===== config.mk =====
export PLATFORM = sky130hd
export DESIGN_NAME = tmr_bank
export DESIGN_NICKNAME = d
export VERILOG_FILES = /design/src/rtl/tmr_pkg.sv /design/src/rtl/tmr_decode.sv /design/src/rtl/tmr_channel.sv /design/src/rtl/tmr_bank.sv
export SDC_FILE = /design/constraint.sdc
export NUM_CORES = 1
export LEC_CHECK = 0
export ABC_AREA = 1
export BUFFER_PORTS_ARGS = -buffer_cell sky130_fd_sc_hd__buf_2
export CAP_MARGIN = 20
export CORE_MARGIN = 5
export CORE_UTILIZATION = 50
export CTS_BUF_LIST = sky130_fd_sc_hd__clkbuf_8
export DETAILED_ROUTE_END_ITERATION = 10
export PLACE_DENSITY_LB_ADDON = 0.25
export SYNTH_ARGS = -nofsm -noshare
export SYNTH_HDL_FRONTEND = slang
export SYNTH_HIERARCHICAL = 1
export SYNTH_SLANG_ARGS = --single-unit

===== constraint.sdc =====
create_clock -name clk -period 3 [get_ports clk]
set_input_delay 0.45 -clock clk [delete_from_list [all_inputs] [get_ports clk]]
set_output_delay 0.45 -clock clk [all_outputs]
set_load 0.02 [all_outputs]

===== src/rtl/tmr_pkg.sv =====
`timescale 1ns/1ps
package tmr_pkg;
    // mode word bit positions
    localparam int MB_ZRET = 6;
    localparam int MB_CUE  = 7;
    localparam int MB_CMPE = 8;
    localparam int MB_OVFE = 9;
    localparam int MB_OVFF = 11;

    typedef enum logic [2:0] {
        SEL_COUNT,
        SEL_MODE,
        SEL_COMP,
        SEL_HOLD,
        SEL_NONE
    } reg_sel_e;
endpackage


===== src/rtl/tmr_decode.sv =====
`timescale 1ns/1ps
module tmr_decode
    import tmr_pkg::*;
#(
    parameter int WIN_LSB = 11,
    parameter int IDX_W   = 2,
    localparam int ADDR_W = WIN_LSB + IDX_W
) (
    input  logic [ADDR_W-1:0] addr,
    output logic [IDX_W-1:0]  idx,
    output reg_sel_e          sel
);
    localparam logic [WIN_LSB-1:0] OFS_COUNT = WIN_LSB'(8'h00);
    localparam logic [WIN_LSB-1:0] OFS_MODE  = WIN_LSB'(8'h10);
    localparam logic [WIN_LSB-1:0] OFS_COMP  = WIN_LSB'(8'h20);
    localparam logic [WIN_LSB-1:0] OFS_HOLD  = WIN_LSB'(8'h30);

    logic [WIN_LSB-1:0] ofs;

    assign idx = addr[ADDR_W-1:WIN_LSB];
    assign ofs = addr[WIN_LSB-1:0];

    always_comb begin
        if (ofs == OFS_COUNT)     sel = SEL_COUNT;
        else if (ofs == OFS_MODE) sel = SEL_MODE;
        else if (ofs == OFS_COMP) sel = SEL_COMP;
        else if (ofs == OFS_HOLD) sel = SEL_HOLD;
        else                      sel = SEL_NONE;
    end
endmodule


===== src/rtl/tmr_channel.sv =====
`timescale 1ns/1ps
module tmr_channel
    import tmr_pkg::*;
#(
    parameter int CNT_W    = 16,
    parameter bit HAS_HOLD = 1'b1,
    parameter bit ONE_SHOT = 1'b0
) (
    input  logic             clk,
    input  logic             rst_n,
    input  logic             tick_en,
    input  logic             wr_cnt,
    input  logic             wr_mode,
    input  logic             wr_comp,
    input  logic             wr_hold,
    input  logic [CNT_W-1:0] wdata,
    output logic [CNT_W-1:0] cnt_q,
    output logic [CNT_W-1:0] mode_q,
    output logic [CNT_W-1:0] comp_q,
    output logic [CNT_W-1:0] hold_q,
    output logic             irq_q
);
    logic             counting;
    logic [CNT_W-1:0] cnt_inc;
    logic             ovf;
    logic             hit;
    logic             fire;

    assign counting = mode_q[MB_CUE];
    assign cnt_inc  = cnt_q + CNT_W'(1);
    assign ovf      = tick_en && counting && (cnt_q == '1);
    assign hit      = tick_en && counting && mode_q[MB_CMPE] && (cnt_inc == comp_q);
    assign fire     = hit || (ovf && mode_q[MB_OVFE]);

    always_ff @(posedge clk or negedge rst_n) begin
        if (!rst_n) begin
            cnt_q <= '0;
        end else if (wr_cnt) begin
            cnt_q <= wdata;
        end else if (tick_en && counting) begin
            cnt_q <= (fire && mode_q[MB_ZRET]) ? '0 : cnt_inc;
        end
    end

    always_ff @(posedge clk or negedge rst_n) begin
        if (!rst_n) begin
            mode_q <= '0;
        end else if (wr_mode) begin
            mode_q <= wdata;
        end else begin
            if (ovf) mode_q[MB_OVFF] <= 1'b1;
            if (fire && ONE_SHOT) begin
                mode_q[MB_CMPE] <= 1'b0;
                mode_q[MB_OVFF] <= 1'b0;
            end
        end
    end

    always_ff @(posedge clk or negedge rst_n) begin
        if (!rst_n) begin
            comp_q <= '0;
            irq_q  <= 1'b0;
        end else begin
            if (wr_comp) comp_q <= wdata;
            irq_q <= fire;
        end
    end

    generate
        if (HAS_HOLD) begin : g_hold
            always_ff @(posedge clk or negedge rst_n) begin
                if (!rst_n)       hold_q <= '0;
                else if (wr_hold) hold_q <= wdata;
            end
        end else begin : g_nohold
            logic unused_hold;
            assign unused_hold = wr_hold;
            assign hold_q = '0;
        end
    endgenerate

    // no tick and no load -> count frozen
    p_count_frozen_r3: assert property (@(posedge clk) disable iff (!rst_n)
        (!tick_en && !wr_cnt) |=> $stable(cnt_q));

    // an event pulse always follows a tick cycle
    p_irq_after_tick_r4: assert property (@(posedge clk) disable iff (!rst_n)
        irq_q |-> $past(tick_en));

    // zero-return leaves the count at zero after an event
    p_zret_clears_r6: assert property (@(posedge clk) disable iff (!rst_n)
        (irq_q && $past(mode_q[MB_ZRET]) && !$past(wr_cnt)) |-> (cnt_q == '0));

    generate
        if (ONE_SHOT) begin : g_oneshot_chk
            // single-shot timers are disarmed after firing
            p_disarm_r7: assert property (@(posedge clk) disable iff (!rst_n)
                (irq_q && !$past(wr_mode)) |-> (!mode_q[MB_CMPE] && !mode_q[MB_OVFF]));
        end
    endgenerate
endmodule


===== src/rtl/tmr_bank.sv =====
`timescale 1ns/1ps
module tmr_bank
    import tmr_pkg::*;
#(
    parameter int N_TIMERS = 4,
    parameter int N_HOLD   = 2,
    parameter int CNT_W    = 16,
    parameter int DATA_W   = 32,
    parameter int WIN_LSB  = 11,
    localparam int IDX_W   = $clog2(N_TIMERS),
    localparam int ADDR_W  = WIN_LSB + IDX_W
) (
    input  logic              clk,
    input  logic              rst_n,
    input  logic              tick_en,
    input  logic [ADDR_W-1:0] bus_addr,
    input  logic              bus_wr,
    input  logic              bus_rd,
    input  logic [DATA_W-1:0] bus_wdata,
    output logic [DATA_W-1:0] bus_rdata,
    output logic              bad_acc,
    output logic [N_TIMERS-1:0] irq
);
    logic [IDX_W-1:0] idx;
    reg_sel_e         sel;
    logic [CNT_W-1:0] cnt_a  [N_TIMERS];
    logic [CNT_W-1:0] mode_a [N_TIMERS];
    logic [CNT_W-1:0] comp_a [N_TIMERS];
    logic [CNT_W-1:0] hold_a [N_TIMERS];
    logic [CNT_W-1:0] rsel;
    logic             unused_wdata;

    assign unused_wdata = ^bus_wdata[DATA_W-1:CNT_W];

    tmr_decode #(.WIN_LSB(WIN_LSB), .IDX_W(IDX_W)) u_dec (
        .addr (bus_addr),
        .idx  (idx),
        .sel  (sel)
    );

    generate
        for (genvar i = 0; i < N_TIMERS; i++) begin : g_ch
            logic hit_me;
            assign hit_me = bus_wr && (32'(idx) == i);

            tmr_channel #(
                .CNT_W    (CNT_W),
                .HAS_HOLD (i < N_HOLD),
                .ONE_SHOT (i != 0)
            ) u_ch (
                .clk     (clk),
                .rst_n   (rst_n),
                .tick_en (tick_en),
                .wr_cnt  (hit_me && sel == SEL_COUNT),
                .wr_mode (hit_me && sel == SEL_MODE),
                .wr_comp (hit_me && sel == SEL_COMP),
                .wr_hold (hit_me && sel == SEL_HOLD),
                .wdata   (bus_wdata[CNT_W-1:0]),
                .cnt_q   (cnt_a[i]),
                .mode_q  (mode_a[i]),
                .comp_q  (comp_a[i]),
                .hold_q  (hold_a[i]),
                .irq_q   (irq[i])
            );
        end
    endgenerate

    always_comb begin
        unique case (sel)
            SEL_COUNT: rsel = cnt_a[idx];
            SEL_MODE:  rsel = mode_a[idx];
            SEL_COMP:  rsel = comp_a[idx];
            SEL_HOLD:  rsel = hold_a[idx];
            default:   rsel = '0;
        endcase
    end

    assign bus_rdata = DATA_W'(rsel);
    assign bad_acc   = (bus_rd || bus_wr) && (sel == SEL_HOLD) && (32'(idx) >= N_HOLD);

    // a flagged hold access never returns data
    p_bad_reads_zero_r8: assert property (@(posedge clk) disable iff (!rst_n)
        (bad_acc && bus_rd) |-> (bus_rdata == '0));

    // no event pulse right after reset release
    p_irq_quiet_r10: assert property (@(posedge clk) disable iff (!rst_n)
        $rose(rst_n) |-> (irq == '0));
endmodule


* After elaboration in Yosys (flattened, before gate mapping)
Index checks and enable logic that the tools add are counted.
** Storage, ports and cells
- Output and inout port bits :: 37
- Input bits :: 50
- Logic and storage cells :: 158
- Latch bits :: 0
- RAM bits :: 0
- Memories kept :: 0
- Memory bits (read-only) :: 0
- Flip-flop bits (word level) :: 228
** Cells by class
- Shift-type cells :: 0
- Muxes and demuxes :: 46
- Reductions and logical operators :: 63
- Divide/modulo/power cells :: 0
- Multiply operators :: 0
- $add $sub $neg :: 4
- Equal/unequal tests :: 17
- Magnitude comparators :: 2
- Bitwise gates (word level) :: 1
** Operator list (count)
- $mux 16 :: 20
- $bmux 16 s2 :: 4
- $add 16x1->16 const B :: 4
- $eq 16x16->1 :: 4
- $eq 16x16->1 const B :: 4
- $pmux 16 s4 :: 1
- $logic_and 1x1->1 :: 44
- $eq 11x6->1 const B :: 2
- $mux 1 :: 17
- $reduce_bool 2->1 :: 8
- $mux 3 :: 4
- $eq 11x5->1 const B :: 1
- $logic_not 11->1 :: 1
- $reduce_bool 3->1 :: 3
- $eq 3x2->1 const B :: 2
- $logic_or 1x1->1 :: 5
- $eq 2x2->1 const B :: 2
- $eq 3x1->1 const B :: 1
- $ge 3x3->1 const B :: 1
- $logic_not 3->1 :: 1
- $not 2->3 :: 1
- $eq 2x1->1 const B :: 1
- $ge 2x2->1 const B :: 1
- $logic_not 2->1 :: 1

* Logic depth before layout (Yosys ltp)
Gate-level depths: netlist of run 1.
- Word-level depth :: 8
- Depth in mapped cells :: 18
- Mapped depth without buffers :: 17

* By module
The synthesis of run 1 kept the hierarchy.
** By module, submodules not included
- tmr_channel at g_ch[2].u_ch ... :: cells each 440, times used 2, sequential area each 1226.2 um2, area each 2991.6 um2
- tmr_channel at g_ch[0].u_ch :: cells each 454, times used 1, sequential area each 1626.6 um2, area each 3420.8 um2
- tmr_channel at g_ch[1].u_ch :: cells each 462, times used 1, sequential area each 1626.6 um2, area each 3373.2 um2
- tmr_bank :: cells each 819, times used 1, sequential area each 0.0 um2, area each 3286.9 um2
- tmr_decode :: cells each 20, times used 1, sequential area each 0.0 um2, area each 86.3 um2

* Worst setup path after synthesis of run 1
Ideal clock, no wire load.
- Path kind :: input -> register
- From :: in bus_addr[8]
- To :: reg g_ch[0].u_ch.cnt_q[10]
- Slack :: 396 ps
- Setup time :: 115 ps
- Arrival :: 2489 ps
- Stages :: 14
- Required time :: 2885 ps
- Path buffers :: 2
- Cell sequence :: inv_1 -> nand2_1 -> nor2_1 -> nand3_1 -> nor3_2 -> buf_4 -> inv_1 -> nor2_1 -> clkinv_1 -> nand3_1 -> clkbuf_1 -> nor2_1 -> nand2_2 -> nand2_2
** Between the ends
- Cells in the longest elaborated chain, start to end :: 8
- Elaborated cells on any way between the ends :: 12
- Those cells by class :: 3 x eq/ne; 5 x mux; 4 x reduce/logical
** RTL lines
- start, declared :: line tmr_bank.sv:16 : input logic [ADDR_W-1:0] bus_addr,
- $eq 11x6->1 :: line tmr_decode.sv:27 : else if (ofs == OFS_HOLD) sel = SEL_HOLD;
- $mux 3 :: line tmr_decode.sv:27
- $mux 3 :: line tmr_decode.sv:26 : else if (ofs == OFS_COMP) sel = SEL_COMP;
- $mux 3 :: line tmr_decode.sv:25 : else if (ofs == OFS_MODE) sel = SEL_MODE;
- $mux 3 * :: line tmr_decode.sv:24 : if (ofs == OFS_COUNT) sel = SEL_COUNT;
- named net sel[2] :: line tmr_bank.sv:25 : reg_sel_e sel;
- $logic_not 3->1 * :: line tmr_bank.sv:54 : .wr_cnt (hit_me && sel == SEL_COUNT),
- $logic_and 1x1->1 * :: line tmr_bank.sv:54
- $mux 16 / $reduce_bool 2->1 (equally long branches)
- end signal, assigned :: line tmr_channel.sv:39 : cnt_q <= wdata;
- end signal, assigned :: line tmr_channel.sv:41 : cnt_q <= (fire && mode_q[MB_ZRET]) ? '0 : cnt_inc;
- end, declared :: line tmr_channel.sv:17 : output logic [CNT_W-1:0] cnt_q,
The timed path passes the listed nets; every way through them passes the cells marked *.
A chain may end at the register's enable or synchronous reset.

* Worst setup path after layout of run 1
- From :: in bus_addr[1]
- To :: out bus_rdata[7]
** Between the ends
- Cells in the longest elaborated chain, start to end :: 7
- Elaborated cells on any way between the ends :: 13
- Those cells by class :: 6 x eq/ne; 5 x mux; 2 x reduce/logical
** RTL lines
- $eq 11x6->1 :: line tmr_decode.sv:27
- $mux 3 :: line tmr_decode.sv:27
- $mux 3 :: line tmr_decode.sv:26
- $mux 3 :: line tmr_decode.sv:25
- $mux 3 * :: line tmr_decode.sv:24
- named net sel[0] :: line tmr_bank.sv:25
- $eq 3x2->1 (tied with other cells) :: line tmr_bank.sv:69 : unique case (sel)
- $pmux 16 s4 * :: line tmr_bank.sv:69
- end, declared :: line tmr_bank.sv:20 : output logic [DATA_W-1:0] bus_rdata,
Marks and branches as above.

==> flow_metrics.env, run 1 <==
export IMPL_whs_path_depth=3
export IMPL_cts_tree="yes"
export IMPL_rr_endpoint="g_ch[1].u_ch/cnt_q[14]"
export IMPL_pwr_share_comb=0.103
export IMPL_gp_congestion=1.01
export IMPL_internal_power_mw=4.85
export IMPL_routed_via_density=5.44
export IMPL_clockBufferDepth=3
export IMPL_row_count=65
export IMPL_cts_sinks=228
export IMPL_initial_core_util=0.509
export IMPL_drt_iter0_drc=1993
export IMPL_hold_class="in2reg"
export IMPL_area_growth_pct=8.90
export IMPL_overflow=0
export IMPL_die_area_um2=36000
export IMPL_r2r_slack_ns=0.46
export IMPL_synth_area_um2=16100
export IMPL_first_global_vias=15800
export IMPL_cp_max_fo=17
export IMPL_crit_chain="buf_2, inv_1, nand2_1, nor2_2, nand2_1, nor2_1, inv_2, nor3_4, buf_4, nand2_1, nand2_1, inv_1, nand2_1, buf_2"
export IMPL_rsz0062_at_grt="false"
export IMPL_dp_hpwl_um=42800
export IMPL_fin_skew_ns=0.0302
export IMPL_coreArea_um2=31700
export IMPL_min_period_ns=2.62
export IMPL_grt_pass1_wl_um=89700
export IMPL_rr_startpoint="g_ch[1].u_ch/cnt_q[1]"
export IMPL_drv_slew=0
export IMPL_avgSynthCellArea_um2=6.13
export IMPL_startpoint_type="input pin"
export IMPL_holdCritStartpoint="bus_wdata[1]"
export IMPL_track_usage=0.322
export IMPL_yosysWarnings=6
export IMPL_reg2reg_depth=14
export IMPL_antenna_left=0
export IMPL_insertedDiodeCount=0
export IMPL_drive_gt1_frac=0.101
export IMPL_fp_dieW_um=190
export IMPL_worst_skew_pair_late_latency_ns=0.61
export IMPL_syn_inst=2633
export IMPL_p_leak_nw=10.8
export IMPL_grt_max_degree=80
export IMPL_drv_cap=0
export IMPL_nets=2746
export IMPL_required_ns=2.55
export IMPL_tns_ns=0
export IMPL_clkTransAtPathRegs_ns=0.06
export IMPL_cts_resized_gates=0
export IMPL_worst_setup_path_type="in2out"
export IMPL_antenna_found_initial=1
export IMPL_num_fill_cells=3198
export IMPL_finalHoldViolCount=0
export IMPL_crit_arrival_ns=2.17
export IMPL_status="finished, final reports clean"
export IMPL_switching_share=0.291
export IMPL_min_to="g_ch[1].u_ch/comp_q[1]"
export IMPL_end_kind="output pin"
export IMPL_route_detailed_wl_per_inst_um=18.9
export IMPL_slowest_stage="buf_4"
export IMPL_setup_viol=0
export IMPL_ir_worst_vdd_v=0.000371
export IMPL_clock_power_share=0.442
export IMPL_drc_errors=0
export IMPL_p_switching_mw=1.99
export IMPL_placed_cell_area_um2=16700
export IMPL_seqPwrFrac=0.455
export IMPL_power_mw=6.84
export IMPL_htree_levels=2
export IMPL_period_share=0.873
export IMPL_clockRootBuffer="clkbuf_8"
export IMPL_fmax_ghz=0.382
export IMPL_drt_wl_total_um=58900
export IMPL_tightest_slew_ns=0.668
export IMPL_vias=17000
export IMPL_die_h_um=190
export IMPL_final_area_um2=17600
export IMPL_cts_buffers=45
export IMPL_max_stage_delay_ns=0.26
export IMPL_first_pass_iters=5
export IMPL_crit_top_cell="nand2_1"
export IMPL_power_density_nw_per_um2=389
export IMPL_ioPinCount=87
export IMPL_io_buffers=54
export IMPL_slew_headroom=0.555
layout make-up:
| class | instances | area (um2) | area share |
|---|---|---|---|
| flip-flops and latches | 228 | 5710 | 0.325 |
| well taps | 402 | 503 | 0.0286 |
| multi-input cells | 2000 | 8600 | 0.489 |
| inverters | 310 | 1170 | 0.0663 |
| clock buffers | 54 | 743 | 0.0423 |
| repair buffers | 107 | 783 | 0.0446 |
| clock inverters | 18 | 78.8 | 0.00448 |
flip-flops by register name, summed over array words and instances, names as in the netlist:
signal,flops
g_ch.u_ch/cnt_q,64
g_ch.u_ch/comp_q,64
g_ch.u_ch/mode_q,64
g_ch.u_ch/hold_q,32
g_ch.u_ch/irq_q,4
what timing repair did:
action	CTS	global route
hold buffers	1	0
hold endpoints to repair	74	0
setup buffers	0	0
placed cells by master (no fill, tap or decap), types with 21 or more instances in the layout:
master	n
nand2_1	1282
inv_1	308
dfrtp_1	228
nor2_1	152
nand3_1	141
o21ai_0	132
clkbuf_8	54
a21oi_1	54
buf_2	52
conb_1	48
nand2_2	47
buf_4	45
nand4_1	31
o22ai_1	30
nor2_2	21
layer usage:
| metal | track usage | share of wire | up-vias |
|---|---|---|---|
| li1 | - | - | 8096 |
| met1 | 0.430 | 0.40 | 7819 |
| met2 | 0.508 | 0.44 | 859 |
| met3 | 0.0519 | 0.095 | 182 |
| met4 | 0.163 | 0.059 | 2 |
| met5 | 0 | 0.00022 | - |
worst max-delay path by stage:
| stage | cells after the start | endpoint | start |
|---|---|---|---|
| after floorplan | 14 | g_ch[0].u_ch/cnt_q[10] | bus_addr[8] |
| after global placement | 14 | g_ch[2].u_ch/mode_q[8] | bus_addr[8] |
| after detailed placement | 13 | g_ch[2].u_ch/mode_q[0] | bus_addr[1] |
| after CTS | 14 | bus_rdata[7] | bus_addr[1] |
| after global routing | 14 | bus_rdata[6] | bus_addr[10] |
| final | 14 | bus_rdata[7] | bus_addr[1] |
stage by stage:
step	hold slack [ns]	util	std cells	setup WS (ns)
after global routing	0.270	0.554	3119	0.192
final	0.267	0.554	3119	0.382
after CTS	0.233	0.554	3119	0.406
after detailed placement	0.459	0.528	3046	0.143
after floorplan	0.154	-	2678	0.396
after global placement	0.454	0.528	3046	0.248
power groups by stage:
stage	clock [mW]	sequential [mW]	combinational, mW
after floorplan	0	3.16	0.403
after global placement	0	3.16	0.679
after detailed placement	0	3.16	0.682
after CTS	3.06	3.11	0.685
after global routing	3.20	3.11	0.761
final	3.02	3.11	0.703
critical path: cells and delay by family:
kind	cells	cell delay (ns)
buffers and inverters	6	0.74
AND/OR/NAND/NOR	8	0.97
(Power assumes the default switching activity.)
==> inputs of run 2 (changes only) <==
==> constraint.sdc (replaced) <==
create_clock -name clk -period 3 [get_ports clk]
set_input_delay 0.15 -clock clk [delete_from_list [all_inputs] [get_ports clk]]
set_output_delay 0.15 -clock clk [all_outputs]
set_load 0.02 [all_outputs]
==> run 2 against run 1 <==
Effect of this change:
- global-route usage shrank 0.88 points
- sequential power about the same
- non-clock buffer count shrank 1
- clock power increased by 1%
- critical path depth grew 2
- clock-buffer cell count increased by 1
- critical endpoint is now g_ch[1].u_ch/cnt_q[2]
==> flow_metrics.env, run 2 (synthesized netlist as in run 1, its figures left out) <==
export IMPL_route_detailed_wl_per_inst_um=18.2
export IMPL_crit_arrival_ns=2.98
export IMPL_cts_sinks=228
export IMPL_ir_worst_vdd_v=0.000342
export IMPL_htree_levels=2
export IMPL_first_pass_iters=6
export IMPL_io_buffers=54
export IMPL_initial_core_util=0.509
export IMPL_fmax_ghz=0.399
export IMPL_final_common_cell="nand2_1"
export IMPL_finalHoldViolCount=0
export IMPL_final_cell_mix="nand2_1, inv_1, dfrtp_1"
export IMPL_drv_cap=0
export IMPL_ioPinCount=87
export IMPL_status="finished, final reports clean"
export IMPL_clockBufferDepth=3
export IMPL_hold_class="in2reg"
export IMPL_rsz0062_at_grt="false"
export IMPL_dp_hpwl_um=41100
export IMPL_worst_setup_path_type="reg2reg"
export IMPL_insertedDiodeCount=0
export IMPL_hold_ws_ns=0.0399
export IMPL_area_growth_pct=8.87
export IMPL_worst_skew_pair_late_latency_ns=0.59
export IMPL_num_fill_cells=3178
export IMPL_antenna_found_initial=1
export IMPL_tns_ns=0
export IMPL_rr_endpoint="g_ch[1].u_ch/cnt_q[2]"
export IMPL_rr_startpoint="g_ch[1].u_ch/cnt_q[1]"
export IMPL_clockRootBuffer="clkbuf_8"
export IMPL_drt_wl_total_um=56800
export IMPL_die_area_um2=36000
export IMPL_routed_via_density=5.38
export IMPL_cts_buffers=42
export IMPL_end_kind="register"
export IMPL_crit_chain="ha_1, nand2_1, nor2_4, nand2_1, nand2_1, nand2_1, nand2_1, nand2_1, nor2_1, nand2_1, nor2_2, nand3_2, nand2_2, nand2_4, nand2_1, nand2_1"
export IMPL_reg2reg_depth=16
export IMPL_slowest_stage="dfrtp_1"
export IMPL_drt_iter0_drc=1736
export IMPL_vias=16800
export IMPL_drc_errors=0
export IMPL_antenna_left=0
export IMPL_track_usage=0.313
export IMPL_gp_congestion=0.992
export IMPL_grt_pass1_wl_um=88200
export IMPL_overflow=0
export IMPL_first_global_vias=15600
export IMPL_cp_max_fo=16
export IMPL_slew_headroom=0.409
export IMPL_postCtsSetupRepairBufs=0
export IMPL_fp_dieW_um=190
export IMPL_drive_gt1_frac=0.0978
export IMPL_placed_cell_area_um2=16600
export IMPL_min_period_ns=2.51
export IMPL_r2r_slack_ns=0.49
export IMPL_coreArea_um2=31700
export IMPL_max_stage_delay_ns=0.45
export IMPL_grt_max_degree=93
export IMPL_row_count=65
export IMPL_cts_tree="yes"
export IMPL_nets=2742
export IMPL_power_density_nw_per_um2=390
export IMPL_top_regs="g_ch.u_ch/cnt_q (64), g_ch.u_ch/comp_q (64), g_ch.u_ch/mode_q (64)"
export IMPL_cp_endpoint="g_ch[1].u_ch/cnt_q[2]"
export IMPL_period_share=0.835
export IMPL_clkTransAtPathRegs_ns=0.06
export IMPL_drv_slew=0
export IMPL_final_area_um2=17600
export IMPL_fin_skew_ns=0.0323
export IMPL_p_leak_nw=10.8
export IMPL_startpoint_type="register"
export IMPL_crit_top_cell="nand2_1"
export IMPL_startpoint="g_ch[1].u_ch/cnt_q[1]"
export IMPL_required_ns=3.47
export IMPL_die_h_um=190
export IMPL_setup_viol=0
export IMPL_tightest_slew_ns=0.887
run 2: cell types whose count changed in the layout (fill, tap and decap cells not counted):
cell	previous run	this run
buf_12	8	3
buf_4	45	36
clkbuf_8	54	55
clkinv_2	3	7
clkinvlp_4	2	1
dlygate4sd3_1	1	14
inv_1	308	307
inv_8	0	1
run 2: critical path: cells and delay by family (launching register included):
kind	cells	cell delay, ns
AND/OR/NAND/NOR	15	1.67
flip-flops	1	0.45
adder cells (fa/ha/maj)	1	0.26
run 2: how the worst min path moves through the flow:
stage                        startpoint                 endpoint  cells after the start
after floorplan                   rst_n    g_ch[0].u_ch/cnt_q[0]                      0
after global placement            rst_n    g_ch[0].u_ch/cnt_q[9]                      1
after detailed placement          rst_n    g_ch[0].u_ch/cnt_q[8]                      1
after CTS                  bus_wdata[8]   g_ch[1].u_ch/mode_q[8]                      3
after global routing       bus_wdata[8]   g_ch[1].u_ch/mode_q[8]                      3
final                     bus_wdata[14]  g_ch[3].u_ch/mode_q[14]                      3
run 2: metrics by stage:
| step | util | std cells | setup slack (ns) | total power [mW] |
|---|---|---|---|---|
| 3_5_place_dp | 0.523 | 3032 | 0.425 | 3.82 |
| 3_3_place_gp | 0.523 | 3032 | 0.499 | 3.82 |
| 4_1_cts | 0.554 | 3122 | 0.537 | 6.90 |
| 6_report | 0.554 | 3122 | 0.495 | 6.86 |
| 5_1_grt | 0.554 | 3122 | 0.313 | 7.13 |
| 2_1_floorplan | - | 2678 | 0.696 | 3.56 |
run 2: repair_timing:
item / 4_1_cts / 5_1_grt
setup endpoints to repair: 0 / 0
gates resized for setup: 0 / 0
hold buffers: 14 / 0
endpoints found under the hold margin: 126 / 0
run 2: layout make-up:
type	count	area (um2)	area share
tap	402	503	0.0286
multi-input combinational	2000	8600	0.489
timing repair buffer	106	746	0.0424
clock buffer	55	757	0.0431
sequential	228	5710	0.325
clock inverter	21	98.8	0.00562
inverter	310	1170	0.0663
run 2: per-layer routing:
| metal | track usage | routed length (um) |
|---|---|---|
| met3 | 0.0549 | 5590 |
| met4 | 0.140 | 2950 |
| met5 | 0 | 13 |
| met1 | 0.421 | 22700 |
| met2 | 0.497 | 25600 |
run 2: power by group:
| group | switching, mW | internal, mW |
|---|---|---|
| Combinational | 0.534 | 0.154 |
| Clock | 1.42 | 1.65 |
| Sequential | 0.0211 | 3.09 |
==> inputs of run 3 (changes only) <==
ABC_AREA = 0   (was 1)
clock period = 2.27 ns   (was 3 ns; I/O delays follow)
==> run 3 against run 2 <==
Effect of this change:
- the run now ends with setup timing left
- sequential cell count unchanged
- die area fell by 1.9%
- clock power grew 43%
- register-to-register slack got worse by 0.87 ns
- critical endpoint is now bus_rdata[10]
- highest routed layer unchanged
- sequential share of layout area decreased by 5.4 points
- hold slack worse by 0.0084 ns
- largest cell class unchanged
==> flow_metrics.env, run 3 <==
export IMPL_final_common_cell="buf_4"
export IMPL_initial_core_util=0.504
export IMPL_power_mw=9.00
export IMPL_placed_cell_area_um2=18800
export IMPL_top_regs="g_ch.u_ch/cnt_q (64), g_ch.u_ch/comp_q (64), g_ch.u_ch/mode_q (64)"
export IMPL_crit_arrival_ns=2.58
export IMPL_antenna_found_initial=3
export IMPL_route_detailed_wl_per_inst_um=24.6
export IMPL_final_area_um2=21100
export IMPL_startpoint_type="input pin"
export IMPL_slowest_stage="or4b_4"
export IMPL_dpl_cell_count=2221
export IMPL_crit_chain="buf_6, or4_4, or4_4, buf_6, or4b_4, o22ai_1, or4_1, buf_2"
export IMPL_grt_pass1_wl_um=86500
export IMPL_clkTransAtPathRegs_ns=0.06
export IMPL_first_global_vias=14600
export IMPL_routed_via_density=6.24
export IMPL_die_area_um2=35300
export IMPL_yosysWarnings=6
export IMPL_fin_skew_ns=0.0234
export IMPL_required_ns=2.16
export IMPL_max_stage_delay_ns=0.63
export IMPL_period_share=1.19
export IMPL_power_density_nw_per_um2=426
export IMPL_cp_max_fo=8
export IMPL_drt_iter0_drc=1355
export IMPL_row_count=65
export IMPL_htree_levels=2
export IMPL_fmax_ghz=0.371
export IMPL_rr_startpoint="g_ch[3].u_ch/cnt_q[2]"
export IMPL_cts_tree="yes"
export IMPL_drv_cap=0
export IMPL_nets=1960
export IMPL_syn_inst=1607
export IMPL_dp_hpwl_um=39600
export IMPL_rr_endpoint="g_ch[3].u_ch/cnt_q[6]"
export IMPL_violations="setup timing"
export IMPL_fp_dieW_um=188
export IMPL_min_period_ns=2.69
export IMPL_hold_class="in2async"
export IMPL_tns_ns=-19.68
export IMPL_fin_ws_ns=-0.423
export IMPL_gp_congestion=0.973
export IMPL_first_pass_iters=5
export IMPL_ir_worst_vdd_v=0.000337
export IMPL_io_buffers=54
export IMPL_drc_errors=0
export IMPL_grt_max_degree=88
export IMPL_slew_headroom=0.578
export IMPL_clockRootBuffer="clkbuf_8"
export IMPL_final_cell_mix="buf_4, dfrtp_1, mux2i_1"
export IMPL_finalHoldViolCount=0
export IMPL_drv_slew=0
export IMPL_vias=14600
export IMPL_area_growth_pct=33.4
export IMPL_coreArea_um2=31400
export IMPL_drive_gt1_frac=0.438
export IMPL_avgSynthCellArea_um2=9.85
export IMPL_r2r_slack_ns=-0.38
export IMPL_reg2reg_depth=12
export IMPL_drt_wl_total_um=57500
export IMPL_tightest_slew_ns=0.634
export IMPL_end_kind="output pin"
export IMPL_clockBufferDepth=3
export IMPL_hold_ws_ns=0.0315
export IMPL_status="finished, violations left"
export IMPL_cts_buffers=42
export IMPL_worst_setup_path_type="in2out"
export IMPL_insertedDiodeCount=0
export IMPL_p_leak_nw=9.52
export IMPL_worst_skew_pair_late_latency_ns=0.57
export IMPL_synth_area_um2=15800
export IMPL_ioPinCount=87
export IMPL_rsz0062_at_grt="true"
export IMPL_antenna_left=0
export IMPL_cts_sinks=228
export IMPL_setup_viol=88
export IMPL_final_cells=2340
export IMPL_track_usage=0.314
export IMPL_die_h_um=188
export IMPL_overflow=0
## run 3: routing by layer
metal	routed length [um]	GRT usage	vias up
li1	-	-	6424
met1	22900	0.401	7248
met2	26900	0.516	729
met3	4250	0.0521	204
met4	3410	0.161	4
met5	21	0	-
## run 3: through the flow
step           utilization  setup slack [ns]
6_report             0.673            -0.423
5_1_grt              0.673            -0.475
4_1_cts              0.658            -0.445
3_5_place_dp         0.599            -0.506
3_3_place_gp         0.599            -0.478
2_1_floorplan            -            -0.242
## run 3: timing repair
item / CTS / global route
pin swaps: 76 / 49
cloned: 3 / 3
hold buffers: 5 / 0
gates resized for setup: 162 / 61
endpoints found under the hold margin: 237 / 0
setup buffers: 21 / 16
setup endpoints to repair: 91 / 92
## run 3: worst max-delay path: cells and delay by family
family                 cells  cell delay (ns)
AO/OA/AOI/OAI              1             0.20
AND/OR/NAND/NOR            4             1.85
buffers and inverters      3             0.42
## run 3: worst max path at each step
| stage | startpoint | end | slack (ns) | cells after the start |
|---|---|---|---|---|
| 2_1_floorplan | bus_addr[9] | g_ch[1].u_ch/cnt_q[10] | -0.24 | 10 |
| 3_3_place_gp | bus_addr[9] | bus_rdata[4] | -0.48 | 8 |
| 3_5_place_dp | bus_addr[9] | bus_rdata[4] | -0.51 | 8 |
| 4_1_cts | bus_addr[0] | bus_rdata[3] | -0.44 | 8 |
| 5_1_grt | bus_addr[9] | bus_rdata[10] | -0.48 | 10 |
| 6_report | bus_addr[9] | bus_rdata[10] | -0.42 | 8 |
## run 3: layout make-up
type | count | area, um2
clock buffer | 57 | 785
clock inverter | 19 | 148
fill | 2390 | 10300
inverter | 12 | 45.0
multi-input combinational | 1230 | 10500
sequential | 228 | 5720
tap | 402 | 503
timing repair buffer | 392 | 3410
## run 3: report_power, final
group	leakage [nW]	internal, mW	switching [mW]
logic	6.04	0.163	0.390
clock network	0.504	2.48	1.90
registers	2.97	4.07	0.00681
